==> src/rtl/fps_pkg.sv <==
package fps_pkg;

   typedef enum logic [2:0] {
      PH_IDLE    = 3'd0,
      PH_ARM     = 3'd1,
      PH_SETTLE  = 3'd2,
      PH_PULSE   = 3'd3,
      PH_HOLD    = 3'd4,
      PH_RELEASE = 3'd5,
      PH_FINISH  = 3'd6
   } fps_phase_e;

   typedef enum logic [1:0] {
      WSEL_SHORT = 2'b00,
      WSEL_LONG  = 2'b01,
      WSEL_EXTRA = 2'b10,
      WSEL_ALT   = 2'b11
   } fps_wsel_e;

   typedef struct packed {
      logic busy;
      logic wdg;
      logic setup;
      logic prog;
      logic done;
   } fps_strobes_t;

   function automatic int unsigned fps_max2(input int unsigned a, input int unsigned b);
      return (a > b) ? a : b;
   endfunction

   function automatic fps_strobes_t fps_decode(input fps_phase_e ph);
      fps_strobes_t s;
      s.busy  = (ph != PH_IDLE);
      s.wdg   = (ph == PH_ARM) || (ph == PH_SETTLE) || (ph == PH_PULSE) ||
                (ph == PH_HOLD) || (ph == PH_RELEASE);
      s.setup = (ph == PH_SETTLE) || (ph == PH_PULSE) || (ph == PH_HOLD);
      s.prog  = (ph == PH_PULSE);
      s.done  = (ph == PH_FINISH);
      return s;
   endfunction

endpackage

==> src/rtl/fps_phase_timer.sv <==
module fps_phase_timer #(
   parameter int unsigned CW = 4
) (
   input  logic          clk,
   input  logic          rst_n,
   input  logic          load,
   input  logic [CW-1:0] load_val,
   output logic          expired
);
   logic [CW-1:0] cnt_q;

   always_ff @(posedge clk) begin
      if (!rst_n) begin
         cnt_q <= '0;
      end else if (load) begin
         cnt_q <= load_val;
      end else if (cnt_q != '0) begin
         cnt_q <= cnt_q - 1'b1;
      end
   end

   assign expired = (cnt_q == '0);

endmodule

==> src/rtl/fps_width_sel.sv <==
module fps_width_sel
   import fps_pkg::*;
#(
   parameter int unsigned CW     = 4,
   parameter int unsigned Z1_CYC = 4,
   parameter int unsigned Z2_CYC = 8,
   parameter int unsigned Z3_CYC = 2
) (
   input  logic          clk,
   input  logic          rst_n,
   input  logic          capture,
   input  logic [1:0]    sel,
   output logic [CW-1:0] width_m1
);
   localparam logic [CW-1:0] Z1_M1 = CW'(Z1_CYC - 1);
   localparam logic [CW-1:0] Z2_M1 = CW'(Z2_CYC - 1);
   localparam logic [CW-1:0] Z3_M1 = CW'(Z3_CYC - 1);

   fps_wsel_e sel_q;

   // selection captured only on an accepted start
   always_ff @(posedge clk) begin
      if (!rst_n) begin
         sel_q <= WSEL_SHORT;
      end else if (capture) begin
         sel_q <= fps_wsel_e'(sel);
      end
   end

   // width code mapping
   always_comb begin
      unique case (sel_q)
         WSEL_SHORT: width_m1 = Z1_M1;
         WSEL_LONG:  width_m1 = Z2_M1;
         default:    width_m1 = Z3_M1;
      endcase
   end

endmodule

==> src/rtl/fps_seq_ctrl.sv <==
module fps_seq_ctrl
   import fps_pkg::*;
#(
   parameter int unsigned CW        = 4,
   parameter int unsigned Y_CYC     = 3,
   parameter int unsigned ALPHA_CYC = 2,
   parameter int unsigned BETA_CYC  = 2
) (
   input  logic          clk,
   input  logic          rst_n,
   input  logic          start,
   input  logic          expired,
   input  logic [CW-1:0] width_m1,
   output logic          capture,
   output logic          load,
   output logic [CW-1:0] load_val,
   output fps_phase_e    phase_q,
   output fps_phase_e    phase_d
);
   localparam logic [CW-1:0] Y_M1     = CW'(Y_CYC - 1);
   localparam logic [CW-1:0] ALPHA_M1 = CW'(ALPHA_CYC - 1);
   localparam logic [CW-1:0] BETA_M1  = CW'(BETA_CYC - 1);

   always_comb begin
      phase_d  = phase_q;
      load     = 1'b0;
      load_val = '0;
      capture  = 1'b0;
      unique case (phase_q)
         PH_IDLE: begin
            if (start) begin
               capture = 1'b1;
               load    = 1'b1;
               phase_d = PH_ARM;
            end
         end
         PH_ARM: begin
            if (expired) begin
               load     = 1'b1;
               load_val = Y_M1;
               phase_d  = PH_SETTLE;
            end
         end
         PH_SETTLE: begin
            if (expired) begin
               load     = 1'b1;
               load_val = width_m1;
               phase_d  = PH_PULSE;
            end
         end
         PH_PULSE: begin
            if (expired) begin
               load     = 1'b1;
               load_val = ALPHA_M1;
               phase_d  = PH_HOLD;
            end
         end
         PH_HOLD: begin
            if (expired) begin
               load     = 1'b1;
               load_val = BETA_M1;
               phase_d  = PH_RELEASE;
            end
         end
         PH_RELEASE: begin
            if (expired) begin
               load    = 1'b1;
               phase_d = PH_FINISH;
            end
         end
         PH_FINISH: phase_d = PH_IDLE;
         default:   phase_d = PH_IDLE;
      endcase
   end

   always_ff @(posedge clk) begin
      if (!rst_n) phase_q <= PH_IDLE;
      else        phase_q <= phase_d;
   end

   AST_BUSY_NO_REARM: assert property (@(posedge clk) disable iff (!rst_n)
      (phase_q != PH_IDLE) |=> (phase_q != PH_ARM));

   AST_PULSE_FROM_SETTLE: assert property (@(posedge clk) disable iff (!rst_n)
      $rose(phase_q == PH_PULSE) |-> ($past(phase_q) == PH_SETTLE));

endmodule

==> src/rtl/fps_strobe_drv.sv <==
module fps_strobe_drv
   import fps_pkg::*;
#(
   parameter bit OUT_REG = 1'b1
) (
   input  logic         clk,
   input  logic         rst_n,
   input  fps_phase_e   phase_q,
   input  fps_phase_e   phase_d,
   output fps_strobes_t strobes
);
   generate
      if (OUT_REG) begin : g_reg
         // decode next phase and register: glitch-free strobes, same timing
         fps_strobes_t s_q;
         always_ff @(posedge clk) begin
            if (!rst_n) s_q <= '0;
            else        s_q <= fps_decode(phase_d);
         end
         assign strobes = s_q;
         logic unused_q;
         assign unused_q = ^phase_q;
      end else begin : g_comb
         assign strobes = fps_decode(phase_q);
         logic unused_d;
         assign unused_d = ^{phase_d, clk, rst_n};
      end
   endgenerate

endmodule

==> src/rtl/flash_pulse_seq.sv <==
module flash_pulse_seq
   import fps_pkg::*;
#(
   parameter int unsigned Y_CYC     = 3,
   parameter int unsigned Z1_CYC    = 4,
   parameter int unsigned Z2_CYC    = 8,
   parameter int unsigned Z3_CYC    = 2,
   parameter int unsigned ALPHA_CYC = 2,
   parameter int unsigned BETA_CYC  = 2,
   parameter bit          OUT_REG   = 1'b1
) (
   input  logic       clk,
   input  logic       rst_n,
   input  logic       start,
   input  logic [1:0] width_sel,
   output logic       busy,
   output logic       wdg_en,
   output logic       setup_stb,
   output logic       prog_stb,
   output logic       done
);
   localparam int unsigned MAX_W   = fps_max2(fps_max2(Z1_CYC, Z2_CYC), Z3_CYC);
   localparam int unsigned MAX_D   = fps_max2(fps_max2(Y_CYC, MAX_W), fps_max2(ALPHA_CYC, BETA_CYC));
   localparam int unsigned CW      = (MAX_D < 2) ? 1 : $clog2(MAX_D);
   localparam int unsigned AGE_W   = CW + 1;

   generate
      if (Y_CYC < 1 || Z1_CYC < 1 || Z2_CYC < 1 || Z3_CYC < 1 ||
          ALPHA_CYC < 1 || BETA_CYC < 1) begin : g_bad_delay
         $error("flash_pulse_seq: every delay parameter must be at least one cycle");
      end
   endgenerate

   logic          capture;
   logic          load;
   logic [CW-1:0] load_val;
   logic [CW-1:0] width_m1;
   logic          expired;
   fps_phase_e    phase_q;
   fps_phase_e    phase_d;
   fps_strobes_t  strobes;

   fps_width_sel #(
      .CW(CW), .Z1_CYC(Z1_CYC), .Z2_CYC(Z2_CYC), .Z3_CYC(Z3_CYC)
   ) u_wsel (
      .clk(clk), .rst_n(rst_n), .capture(capture), .sel(width_sel), .width_m1(width_m1)
   );

   fps_phase_timer #(.CW(CW)) u_timer (
      .clk(clk), .rst_n(rst_n), .load(load), .load_val(load_val), .expired(expired)
   );

   fps_seq_ctrl #(
      .CW(CW), .Y_CYC(Y_CYC), .ALPHA_CYC(ALPHA_CYC), .BETA_CYC(BETA_CYC)
   ) u_ctrl (
      .clk(clk), .rst_n(rst_n), .start(start), .expired(expired), .width_m1(width_m1),
      .capture(capture), .load(load), .load_val(load_val),
      .phase_q(phase_q), .phase_d(phase_d)
   );

   fps_strobe_drv #(.OUT_REG(OUT_REG)) u_drv (
      .clk(clk), .rst_n(rst_n), .phase_q(phase_q), .phase_d(phase_d), .strobes(strobes)
   );

   assign busy      = strobes.busy;
   assign wdg_en    = strobes.wdg;
   assign setup_stb = strobes.setup;
   assign prog_stb  = strobes.prog;
   assign done      = strobes.done;

   // checker-side age of the setup strobe, saturating
   logic [AGE_W-1:0] setup_age;
   always_ff @(posedge clk) begin
      if (!rst_n || !setup_stb)   setup_age <= '0;
      else if (setup_age != '1)   setup_age <= setup_age + 1'b1;
   end

   AST_PROG_SETTLED: assert property (@(posedge clk) disable iff (!rst_n)
      prog_stb |-> (setup_stb && (32'(setup_age) >= Y_CYC)));

   AST_SETUP_IN_WDG: assert property (@(posedge clk) disable iff (!rst_n)
      setup_stb |-> wdg_en);

   AST_WDG_LEADS_SETUP: assert property (@(posedge clk) disable iff (!rst_n)
      $rose(setup_stb) |-> $past(wdg_en));

   AST_DONE_ONE_CYCLE: assert property (@(posedge clk) disable iff (!rst_n)
      done |=> !done);

   AST_DONE_AT_WDG_FALL: assert property (@(posedge clk) disable iff (!rst_n)
      done |-> (!wdg_en && $past(wdg_en)));

   AST_WDG_FALL_GIVES_DONE: assert property (@(posedge clk) disable iff (!rst_n)
      $fell(wdg_en) |-> done);

   AST_WIDTH_HELD: assert property (@(posedge clk) disable iff (!rst_n)
      (prog_stb && $past(prog_stb)) |-> $stable(width_m1));

   AST_BUSY_COVERS_WDG: assert property (@(posedge clk) disable iff (!rst_n)
      (wdg_en || done) |-> busy);

endmodule

==> config.mk <==
export PLATFORM = sky130hd
export DESIGN_NAME = flash_pulse_seq
export DESIGN_NICKNAME = d
export VERILOG_FILES = /design/src/rtl/fps_pkg.sv /design/src/rtl/fps_phase_timer.sv /design/src/rtl/fps_width_sel.sv /design/src/rtl/fps_seq_ctrl.sv /design/src/rtl/fps_strobe_drv.sv /design/src/rtl/flash_pulse_seq.sv
export SDC_FILE = /design/constraint.sdc
export NUM_CORES = 1
export LEC_CHECK = 0
export ABC_CLOCK_PERIOD_IN_PS = 1400
export BUFFER_PORTS_ARGS = -buffer_cell sky130_fd_sc_hd__buf_2
export CAP_MARGIN = 30
export CORE_MARGIN = 2
export CORE_UTILIZATION = 48
export CTS_CLUSTER_SIZE = 10
export DETAILED_ROUTE_END_ITERATION = 6
export HOLD_SLACK_MARGIN = 0.02
export PLACE_DENSITY = 0.72
export SYNTH_ARGS = -nofsm -noshare
export SYNTH_HDL_FRONTEND = slang
export SYNTH_SLANG_ARGS = --single-unit
==> constraint.sdc <==
create_clock -name clk -period 1.4 [get_ports clk]
set_input_delay 0.14 -clock clk [delete_from_list [all_inputs] [get_ports clk]]
set_output_delay 0.14 -clock clk [all_outputs]
set_load 0.05 [all_outputs]
=== Word level (Yosys, flattened, before mapping) ===
Index checks and enable logic that the tools add are counted.

* Latch bits: 0
* ROM bits: 0
* RAM bits: 0
* Word-level logic and storage cells: 53
* Memories: 0
* Register bits: 13

* Div/mod/pow operators: 0
* Eq/ne operators: 12
* Magnitude comparators: 0
* Reductions and logical operators: 14
* $add $sub $neg: 1
* Shift-type cells: 0
* Multipliers: 0
* Mux-type cells: 18
* Bitwise logic cells: 0

{| class="wikitable"
|+ Operators with widths
! kind !! count
|-
| $mux 3 || 9
|-
| $pmux 3 s6 || 1
|-
| $eq 3x3->1 const B || 5
|-
| $eq 3x2->1 const B || 4
|-
| $pmux 3 s3 || 1
|-
| $eq 3x1->1 const B || 2
|-
| $logic_not 3->1 || 2
|-
| $logic_or 1x1->1 || 6
|-
| $pmux 3 s2 || 1
|-
| $reduce_bool 3->1 || 2
|-
| $reduce_or 5->1 || 1
|-
| $mux 1 || 4
|-
| $sub 3x1->3 const B || 1
|-
| $eq 2x1->1 const B || 1
|-
| $logic_not 2->1 || 1
|-
| $mux 2 || 1
|-
| $pmux 1 s2 || 1
|-
| $reduce_bool 2->1 || 1
|-
| $reduce_or 2->1 || 1
|}

=== Logic depth before layout (Yosys ltp) ===
Gate-level depths: netlist of the first run.

* Depth in word-level cells: 8
* Gate-level depth with buffers: 6
* Mapped depth without buffers: 5

=== Cells and area by module ===
A second synthesis of the first run with hierarchy kept.

* Cell total of the unflattened synthesis: 79
* Area, all modules: 701.9 um^2

{| class="wikitable"
|+ Modules (own cells, without submodules)
! module !! instances !! sequential area each (um^2) !! cells each !! area each (um^2)
|-
| fps_seq_ctrl || 1 || 60.1 || 32 || 242.7
|-
| fps_phase_timer || 1 || 60.1 || 22 || 205.2
|-
| fps_strobe_drv || 1 || 100.1 || 15 || 160.2
|-
| fps_width_sel || 1 || 40.0 || 10 || 93.8
|}

=== Worst setup path before layout of the first run ===
No wires, ideal clock.

* Path type: reg2reg
* Start point: register u_timer.cnt_q[0]
* End point: register u_timer.cnt_q[2]
* Slack: -66 ps
* Period minus slack after synthesis: 1466 ps
* Path buffers: 0
* Arrival time: 1337 ps
* Setup time: 129 ps
* Stages on the path, launching flop included: 6
* Cells stage by stage: dfxtp_1 -> inv_1 -> ha_1 -> or4bb_1 -> o311ai_4 -> o21ai_0

* Word-level cells in the longest chain between the ends: 4
* Elaborated cells between the ends (all ways): 10
* Those cells by class: add/sub: 1; mux: 6; reduce/logical: 3

{| class="wikitable"
|+ Ends and longest elaborated chain
! what !! RTL line !! source
|-
| start, declared || fps_phase_timer.sv:10 || <nowiki>logic [CW-1:0] cnt_q;</nowiki>
|-
| start signal, assigned || fps_phase_timer.sv:16 || <nowiki>cnt_q <= load_val;</nowiki>
|-
| start signal, assigned || fps_phase_timer.sv:18 || <nowiki>cnt_q <= cnt_q - 1'b1;</nowiki>
|-
| parallel branches: the longest is 4 deep, another holds $sub 3x1->3 || n/a ||
|}

Several ways; the timed one is not identified. The select of a mux whose other input is x is not followed.
A chain may end at the register's enable or synchronous reset.

=== Final worst setup path of the first run ===
* Start point: register u_timer.cnt_q[0]
* End point: register u_timer.cnt_q[0]

* Word-level cells in the longest chain between the ends: 4
* Elaborated cells between the ends (all ways): 11
* Those cells by class: add/sub: 1; mux: 7; reduce/logical: 3

{| class="wikitable"
|+ Ends and longest elaborated chain
! what
|-
| parallel branches: the longest is 4 deep, another holds $sub 3x1->3
|}

Several ways; the timed one is not identified. The select of a mux whose other input is x is not followed.

==> results of run 1 <==
-- synth_stat cells --
master | number | area share
nor2b_1 | 2 | 0.018
a21o_1 | 2 | 0.022
o21ai_0 | 4 | 0.029
and3b_1 | 1 | 0.013
buf_6 | 1 | 0.016
o211ai_1 | 1 | 0.011
nand3b_1 | 1 | 0.011
o21a_1 | 1 | 0.011
clkbuf_1 | 1 | 0.0055
nor2_1 | 6 | 0.033
xnor2_1 | 1 | 0.013
buf_2 | 2 | 0.015
nand3_1 | 1 | 0.0073
or4bb_1 | 1 | 0.016
or4b_4 | 1 | 0.020
o311ai_4 | 1 | 0.038
o41ai_1 | 1 | 0.013
inv_1 | 4 | 0.022
a221oi_1 | 2 | 0.026
nand2b_1 | 3 | 0.027
and3_1 | 2 | 0.018
buf_4 | 1 | 0.011
nand4_1 | 1 | 0.0091
nor3_1 | 2 | 0.015
ha_1 | 2 | 0.036
o21bai_1 | 1 | 0.011
nor4bb_1 | 1 | 0.015
dfxtp_1 | 13 | 0.38
a21oi_1 | 4 | 0.029
nor4b_1 | 1 | 0.013
nor3b_1 | 3 | 0.033
nand2_1 | 6 | 0.033
o311a_1 | 1 | 0.015
and2_1 | 2 | 0.018
-- where the power goes --
part | total (uW) | internal, uW | switching (uW) | leakage [uW]
combinational | 1210 | 599 | 614 | 0.000264
sequential | 563 | 477 | 85.9 | 0.000108
clock | 240 | 111 | 129 | 0.0000150
total | 2020 | 1190 | 829 | 0.000387
-- critical path: cells and delay by family (launching register included) --
family	cells	cell delay, ps
AOI/OAI and AO/OA	2	290
adders and majority gates	1	160
buffers and inverters	1	70
DFF	1	330
and+or+nand+nor	1	480
-- cell families (layout without fill, tap and decap cells) --
| logic type | Yosys count | after routing | synth area share |
|---|---|---|---|
| buf+inv | 9 | 30 | 0.06921 |
| xor+xnor | 1 | 1 | 0.01275 |
| simple gates | 34 | 34 | 0.2987 |
| compound gates | 18 | 18 | 0.2040 |
| flops | 13 | 13 | 0.3789 |
| fa+ha+maj | 2 | 2 | 0.03642 |
-- metal layers --
layer	track usage	vias up
met5	0	-
met2	0.3094	15
li1	-	315
met1	0.2640	311
met3	0.06087	4
met4	0.1161	0
-- stage by stage --
stage | instances | cell area [um2]
after floorplan | 77 | 686.9
final | 113 | 869.6
after global placement | 109 | 815.8
after CTS | 113 | 860.8
after global routing | 113 | 869.6
after detailed placement | 109 | 815.8
-- final cells by class --
class / instances / area, um2
clock buffer: 4 / 26.28
fill: 124 / 447.9
inverter: 4 / 15.01
multi-input combinational: 55 / 404.1
sequential: 13 / 262.8
tap: 15 / 18.77
timing repair buffer: 22 / 142.6
-- sequential cells by signal (all words and copies together) (netlist names) --
| signal | cells |
|---|---|
| u_ctrl.phase_q | 3 |
| u_drv.strobes | 5 |
| u_timer.cnt_q | 3 |
| u_wsel.sel_q | 2 |
-- timing repair --
action                                  4_1_cts  5_1_grt
gates resized for setup                       6        3
endpoints found under the setup margin        6        5
hold endpoints to repair                      0        0
setup buffers                                 0        0
pin swaps                                     0        2
-- how the worst min path moves through the flow --
stage                                 end  depth (start not counted)  slack, ps    startpoint
after floorplan           u_wsel.sel_q[0]                          2        280  width_sel[0]
after global placement    u_wsel.sel_q[0]                          3        380  width_sel[0]
after detailed placement  u_wsel.sel_q[1]                          3        390  width_sel[1]
after CTS                 u_wsel.sel_q[1]                          3         80  width_sel[1]
after global routing      u_wsel.sel_q[1]                          3         80  width_sel[1]
final                     u_wsel.sel_q[1]                          3         80  width_sel[1]
==> results.cfg, run 1 <==
[cts]
cts_root_buffer = clkbuf_4
cts_tree = done
hold_buffers = 0
clockBufferDepth = 2
h-tree-depth = 1
cts_buffers = 3
clk_latency_ps = 280
clk_pin_slew_ps = 80
numClockSinks = 13

[sta]
skew_ps = 4.764
rsz0062_at_grt = yes
tightestPinTransition_ps = 303.5
finalMaxSlewViolations = 0
setup_violations = 1
hold_viol_final = 0
fin_hold_ws_ps = 82.34
slew_headroom = 0.7950
fin_ws_ps = -1.896
fin_crit_sh = 1.001
tns_ps = -1.896
fmax_mhz = 713.3
min_period_ps = 1402

[final_layout]
layout-drive-gt1-share = 0.3571
finalCoreUtilization = 0.6600
syn_to_final_growth_pct = 26.59
layout_commonest_cell = buf_4
nets = 106
final_cell_mix = 13 x buf_4, 11 x dfxtp_1, 9 x buf_2, 6 x nand2_1, 6 x nor2_1
antenna_cells = 0

[floorplan]
die_h_um = 41.83
initial_core_util = 0.5214
die_width_um = 41.83
core_area_um2 = 1318
die-area_um2 = 1750
rows = 13
io_pins = 10

[drt]
drt-total-wl_um = 1549
drtIter0Drc = 20
top_layer = met4
drc_errors = 0
vias = 645
drtPass1Iterations = 4
routed_via_density = 5.708
wl_per_cell_um = 13.71
dr_wl_met3_um = 60
wl_met1_um = 745
ant_nets = 0
met2WireLength_um = 705

[placement]
place.port_buffers = 9
gp_congestion = 0.8768
hpwlAfterDp_um = 1106
place_ws_ps = -98.30

[pwr]
p_leak_uw = 0.0003870
p_per_area_nw_per_um2 = 2318
total_power_uw = 2016
ir_worst_vdd_uv = 1065

[critical_path]
crit_slowest_cell = or4bb_4
worstPathCellList = inv_2 > ha_4 > or4bb_4 > o311ai_4 > o311a_1
cp_slowest_stage_delay_ps = 480
ff2ff_path_depth = 5
crit_type = flip-flop to flip-flop
critPathMaxFanout = 6
r2r-start = u_timer.cnt_q[0]
required_ps = 1630
crit_path_end = u_timer.cnt_q[0]
cp-start-kind = flip-flop
reg2reg_to = u_timer.cnt_q[0]
crit_path_end_kind = flip-flop
ff2ff_setup_slack_ps = -2
crit_start = u_timer.cnt_q[0]
critPathArrivalTime_ps = 1630

[synthesis]
syn_area_per_cell_um2 = 8.921
ys_ff_latch = 13
yosysWarnings = 0
synthCells = 77
syn-num-nets = 84
netlist_area_um2 = 686.9
yosysSeqAreaShare = 0.3789
synth.distinct_cells = 34

[global_routing]
grt_start_max_net_pins = 12
overflow = 0
grt_pass1_vias = 611
antenna_found_initial = 0
grt_use_total = 0.2072
grt_pass1_wl_um = 2739

[worst_hold_path]
hp-class = input pin to flip-flop

[status]
violations = negative setup slack
status = finished with violations

[run]
cap_violations = 0
Note: power is estimated with default switching activity, not from simulation.
==> inputs of run 2 (changes only) <==
- RECOVER_POWER: not set -> 100
==> results.cfg, run 2 (synthesized netlist as in run 1, its figures left out) <==
[status]
status = finished with violations
violations = negative setup slack

[drt]
top_layer = met4
drtPass1Iterations = 4
drc_errors = 0
vias = 647
met2WireLength_um = 711
drtIter0Drc = 20
wl_per_cell_um = 13.64
wl_met1_um = 705
routed_via_density = 5.726
dr_wl_met3_um = 90
ant_nets = 0
drt-total-wl_um = 1541

[global_routing]
grt_start_max_net_pins = 12
overflow = 0
grt_pass1_vias = 611
antenna_found_initial = 0
grt_use_total = 0.2072
grt_pass1_wl_um = 2739

[placement]
hpwlAfterDp_um = 1106
gp_congestion = 0.8768
postPlaceCellArea_um2 = 815.8
place.port_buffers = 9
place_ws_ps = -98.30

[final_layout]
layout_commonest_cell = buf_4
nets = 106
largest_reg_flops = 5
antenna_cells = 0
finalInstanceArea_um2 = 863.3
layout-drive-gt1-share = 0.3061
final_cell_mix = 13 x buf_4, 11 x dfxtp_1, 6 x nand2_1, 6 x nor2_1, 6 x clkbuf_1
syn_to_final_growth_pct = 25.68

[worst_hold_path]
hp-class = input pin to flip-flop
worstHoldStart = width_sel[1]

[cts]
clockBufferDepth = 2
hold_buffers = 0
h-tree-depth = 1
cts_root_buffer = clkbuf_4
cts_buffers = 3
post_cts_buffers = 0
cts_tree = done
clk_latency_ps = 280
numClockSinks = 13
clk_pin_slew_ps = 80

[sta]
tns_ps = -1.333
slew_headroom = 0.6041
setup_violations = 1
fin_hold_ws_ps = 80.90
min_period_ps = 1401
hold_viol_final = 0
rsz0062_at_grt = yes
fin_ws_ps = -1.333
skew_ps = 3.161
fin_crit_sh = 1.001
tightestPinTransition_ps = 596.3
fmax_mhz = 713.6
finalMaxSlewViolations = 0

[floorplan]
rows = 13
die_width_um = 41.83
core_area_um2 = 1318
io_pins = 10
die-area_um2 = 1750
initial_core_util = 0.5214
die_h_um = 41.83

[critical_path]
crit_slowest_cell = or4bb_4
crit_path_end_kind = flip-flop
critPathMaxFanout = 6
cp_slowest_stage_delay_ps = 480
worstPathCellList = inv_2 > ha_4 > or4bb_4 > o311ai_4 > o311a_1
r2r-start = u_timer.cnt_q[0]
crit_type = flip-flop to flip-flop
crit_start = u_timer.cnt_q[0]
critPathArrivalTime_ps = 1630
required_ps = 1630
cp-start-kind = flip-flop

[pwr]
p_leak_uw = 0.0003677
p_per_area_nw_per_um2 = 2321
ir_worst_vdd_uv = 1065

[run]
cap_violations = 0
-- run 2: changes by cell type in the layout (fill, tap and decap cells not counted) --
cell	delta
clkbuf_1	+5
buf_2	-5
-- run 2: power breakdown --
part / internal (uW) / switching, uW / total (uW)
combinational: 590 / 608 / 1200
clock: 111 / 131 / 242
sequential: 477 / 85.9 / 563
-- run 2: final cells by class --
type | instances | area, um2
tap | 15 | 18.77
clock buffer | 4 | 26.28
inverter | 4 | 15.01
fill | 128 | 454.2
timing repair buffer | 22 | 136.4
sequential | 13 | 262.8
multi-input combinational | 55 | 404.1
-- run 2: path summary, 6_finish.rpt --
| path | to | slack [ps] | cells after the start |
|---|---|---|---|
| min | u_wsel.sel_q[1] | 80 | 3 |
| max | u_timer.cnt_q[0] | -1 | 5 |
| max reg2reg | u_timer.cnt_q[0] | -1 | 5 |
| min reg2reg | u_wsel.sel_q[0] | 470 | 2 |
-- run 2: stage by stage --
step                total power (uW)    util  cells
CTS                             1981  0.6534    113
global route                    2148  0.6553    113
detailed placement              1675  0.6192    109
finish                          2004  0.6553    113
floorplan                       1335       -     77
global placement                1650  0.6192    109
-- run 2: worst max-delay path: cells and delay by family, from the launching register on --
kind,cells,cell delay (ps)
adders and majority gates,1,160
buffers and inverters,1,70
DFF,1,330
and+or+nand+nor,1,480
AOI/OAI and AO/OA,2,290
-- run 2: layer usage --
layer / GRT usage / up-vias
met5: 0 / -
met4: 0.1161 / 0
met3: 0.06087 / 4
met2: 0.3094 / 21
met1: 0.2640 / 309
li1: - / 313
-- run 2: what timing repair did --
item,CTS,global route
gates resized for setup,6,3
endpoints found under the setup margin,6,5
pin swaps,0,2
==> inputs of run 3 (changes only) <==
- CELL_PAD_IN_SITES_DETAIL_PLACEMENT: not set -> 1
- CELL_PAD_IN_SITES_GLOBAL_PLACEMENT: not set -> 2
- CORE_UTILIZATION: 48 -> 29
- HOLD_SLACK_MARGIN: 0.02 -> 0.08
- PLACE_DENSITY: 0.72 -> not set
- PLACE_DENSITY_LB_ADDON: not set -> 0.1
- SLEW_MARGIN: not set -> 20
==> results.cfg, run 3 (synthesized netlist as in run 1, its figures left out) <==
[critical_path]
worstPathCellList = inv_2 > ha_4 > or4bb_4 > o311ai_4 > o311a_1
cp_slowest_stage_delay_ps = 470
path_delay_family = simple AND/OR/NAND/NOR gates
required_ps = 1620
critPathArrivalTime_ps = 1620
r2r-start = u_timer.cnt_q[1]
crit_path_end_kind = flip-flop
crit_type = flip-flop to flip-flop
cp-start-kind = flip-flop
ff2ff_setup_slack_ps = 3
crit_buf_inv = 1
critPathMaxFanout = 5
reg2reg_to = u_timer.cnt_q[0]
ff2ff_path_depth = 5
crit_slowest_cell = or4bb_4

[sta]
rsz0062_at_grt = yes
setup_violations = 0
slew_headroom = 0.6063
fin_crit_sh = 0.9980
finalMaxSlewViolations = 0
hold_viol_final = 0
fmax_mhz = 715.7
tightestPinTransition_ps = 593.1
min_period_ps = 1397
skew_ps = 1.222

[pwr]
total_power_uw = 2071
ir_worst_vdd_uv = 1205
p_leak_uw = 0.0003711
p_per_area_nw_per_um2 = 2351

[final_layout]
final_cell_mix = 12 x buf_4, 12 x dfxtp_1, 7 x clkbuf_1, 6 x nand2_1, 6 x nor2_1
nets = 107
finalCoreUtilization = 0.3944
syn_to_final_growth_pct = 28.23
layout-drive-gt1-share = 0.2929
largest_reg_flops = 5
antenna_cells = 0

[placement]
gp_congestion = 0.7189
place.port_buffers = 9
hpwlAfterDp_um = 1308

[global_routing]
grt_pass1_vias = 626
grt_pass1_wl_um = 3022
grt_use_total = 0.1556
overflow = 0
antenna_found_initial = 0
grt_start_max_net_pins = 11

[cts]
clockBufferDepth = 2
clk_pin_slew_ps = 80
numClockSinks = 13
post_cts_buffers = 0
cts_buffers = 3
hold_buffers = 0
h-tree-depth = 1
cts_root_buffer = clkbuf_4
cts_tree = done
clk_latency_ps = 280

[worst_hold_path]
hp-class = input pin to flip-flop
hold_path_end = u_wsel.sel_q[0]
holdPathStages = 3
worstHoldStart = width_sel[0]

[drt]
drtPass1Iterations = 4
drt-total-wl_um = 1780
ant_nets = 0
wl_per_cell_um = 14.02
drc_errors = 0
vias = 635
routed_via_density = 5.000
drtIter0Drc = 6

[floorplan]
die-area_um2 = 2774
die_h_um = 52.67
rows = 17
die_width_um = 52.67
core_area_um2 = 2233
initial_core_util = 0.3076
io_pins = 10

[status]
status = finished clean

[run]
cap_violations = 0
==> run 3: cell type report <==
cell class	count	area (um2)
multi-input cells	55	405.4
fillers	298	1353
clock buffers	4	26.28
well taps	28	35.03
inverters	4	15.01
flip-flops and latches	13	261.5
repair buffers	23	137.6
==> run 3: what timing repair did <==
action	4_1_cts	5_1_grt
resized for setup	8	1
pin swaps	3	1
endpoints found under the setup margin	4	3
==> run 3: how the worst max path moves through the flow <==
stage / start / endpoint / slack (ps) / cells past startpoint
after global placement: u_timer.cnt_q[0] / u_timer.cnt_q[2] / -3 / 5
after detailed placement: u_timer.cnt_q[0] / u_timer.cnt_q[2] / -80 / 5
after global routing: u_timer.cnt_q[0] / u_timer.cnt_q[0] / -50 / 5
after CTS: u_timer.cnt_q[1] / u_timer.cnt_q[0] / -6 / 5
final: u_timer.cnt_q[1] / u_timer.cnt_q[0] / 3 / 5
after floorplan: u_timer.cnt_q[0] / u_timer.cnt_q[2] / 20 / 5
==> run 3: metrics by stage <==
step	hold slack [ps]	setup TNS, ps	worst slack [ps]	cells	cell area (um2)
final	98.59	0	2.733	127	880.8
after CTS	99.19	-5.808	-5.808	127	885.9
after global placement	383.3	-3.382	-3.382	123	839.6
after floorplan	276.0	0	18.86	77	686.9
after detailed placement	398.4	-169.8	-76.34	123	839.6
after global routing	92.12	-106.3	-47.93	127	880.8
==> run 3: metal layers <==
layer,track usage,part of all wire,wire [um],up-vias
met4,0.03846,0.0079,14,0
met3,0.06000,0.035,62,2
met2,0.2396,0.46,825,10
li1,-,-,-,317
met5,0,0,0,-
met1,0.2021,0.49,877,306
==> run 3: worst reg2reg max path, cell delays in order (launching register included) <==
cell,delay (ps)
dfxtp_2,330
inv_2,70
ha_4,160
or4bb_4,470
o311ai_4,110
o311a_1,210
==> run 3: power by group <==
group	leakage [uW]	switching, uW	internal, uW
Combinational	0.000249	652	623
Sequential	0.000107	86.4	474
Clock	0.0000150	126	111
Total	0.000371	864	1210
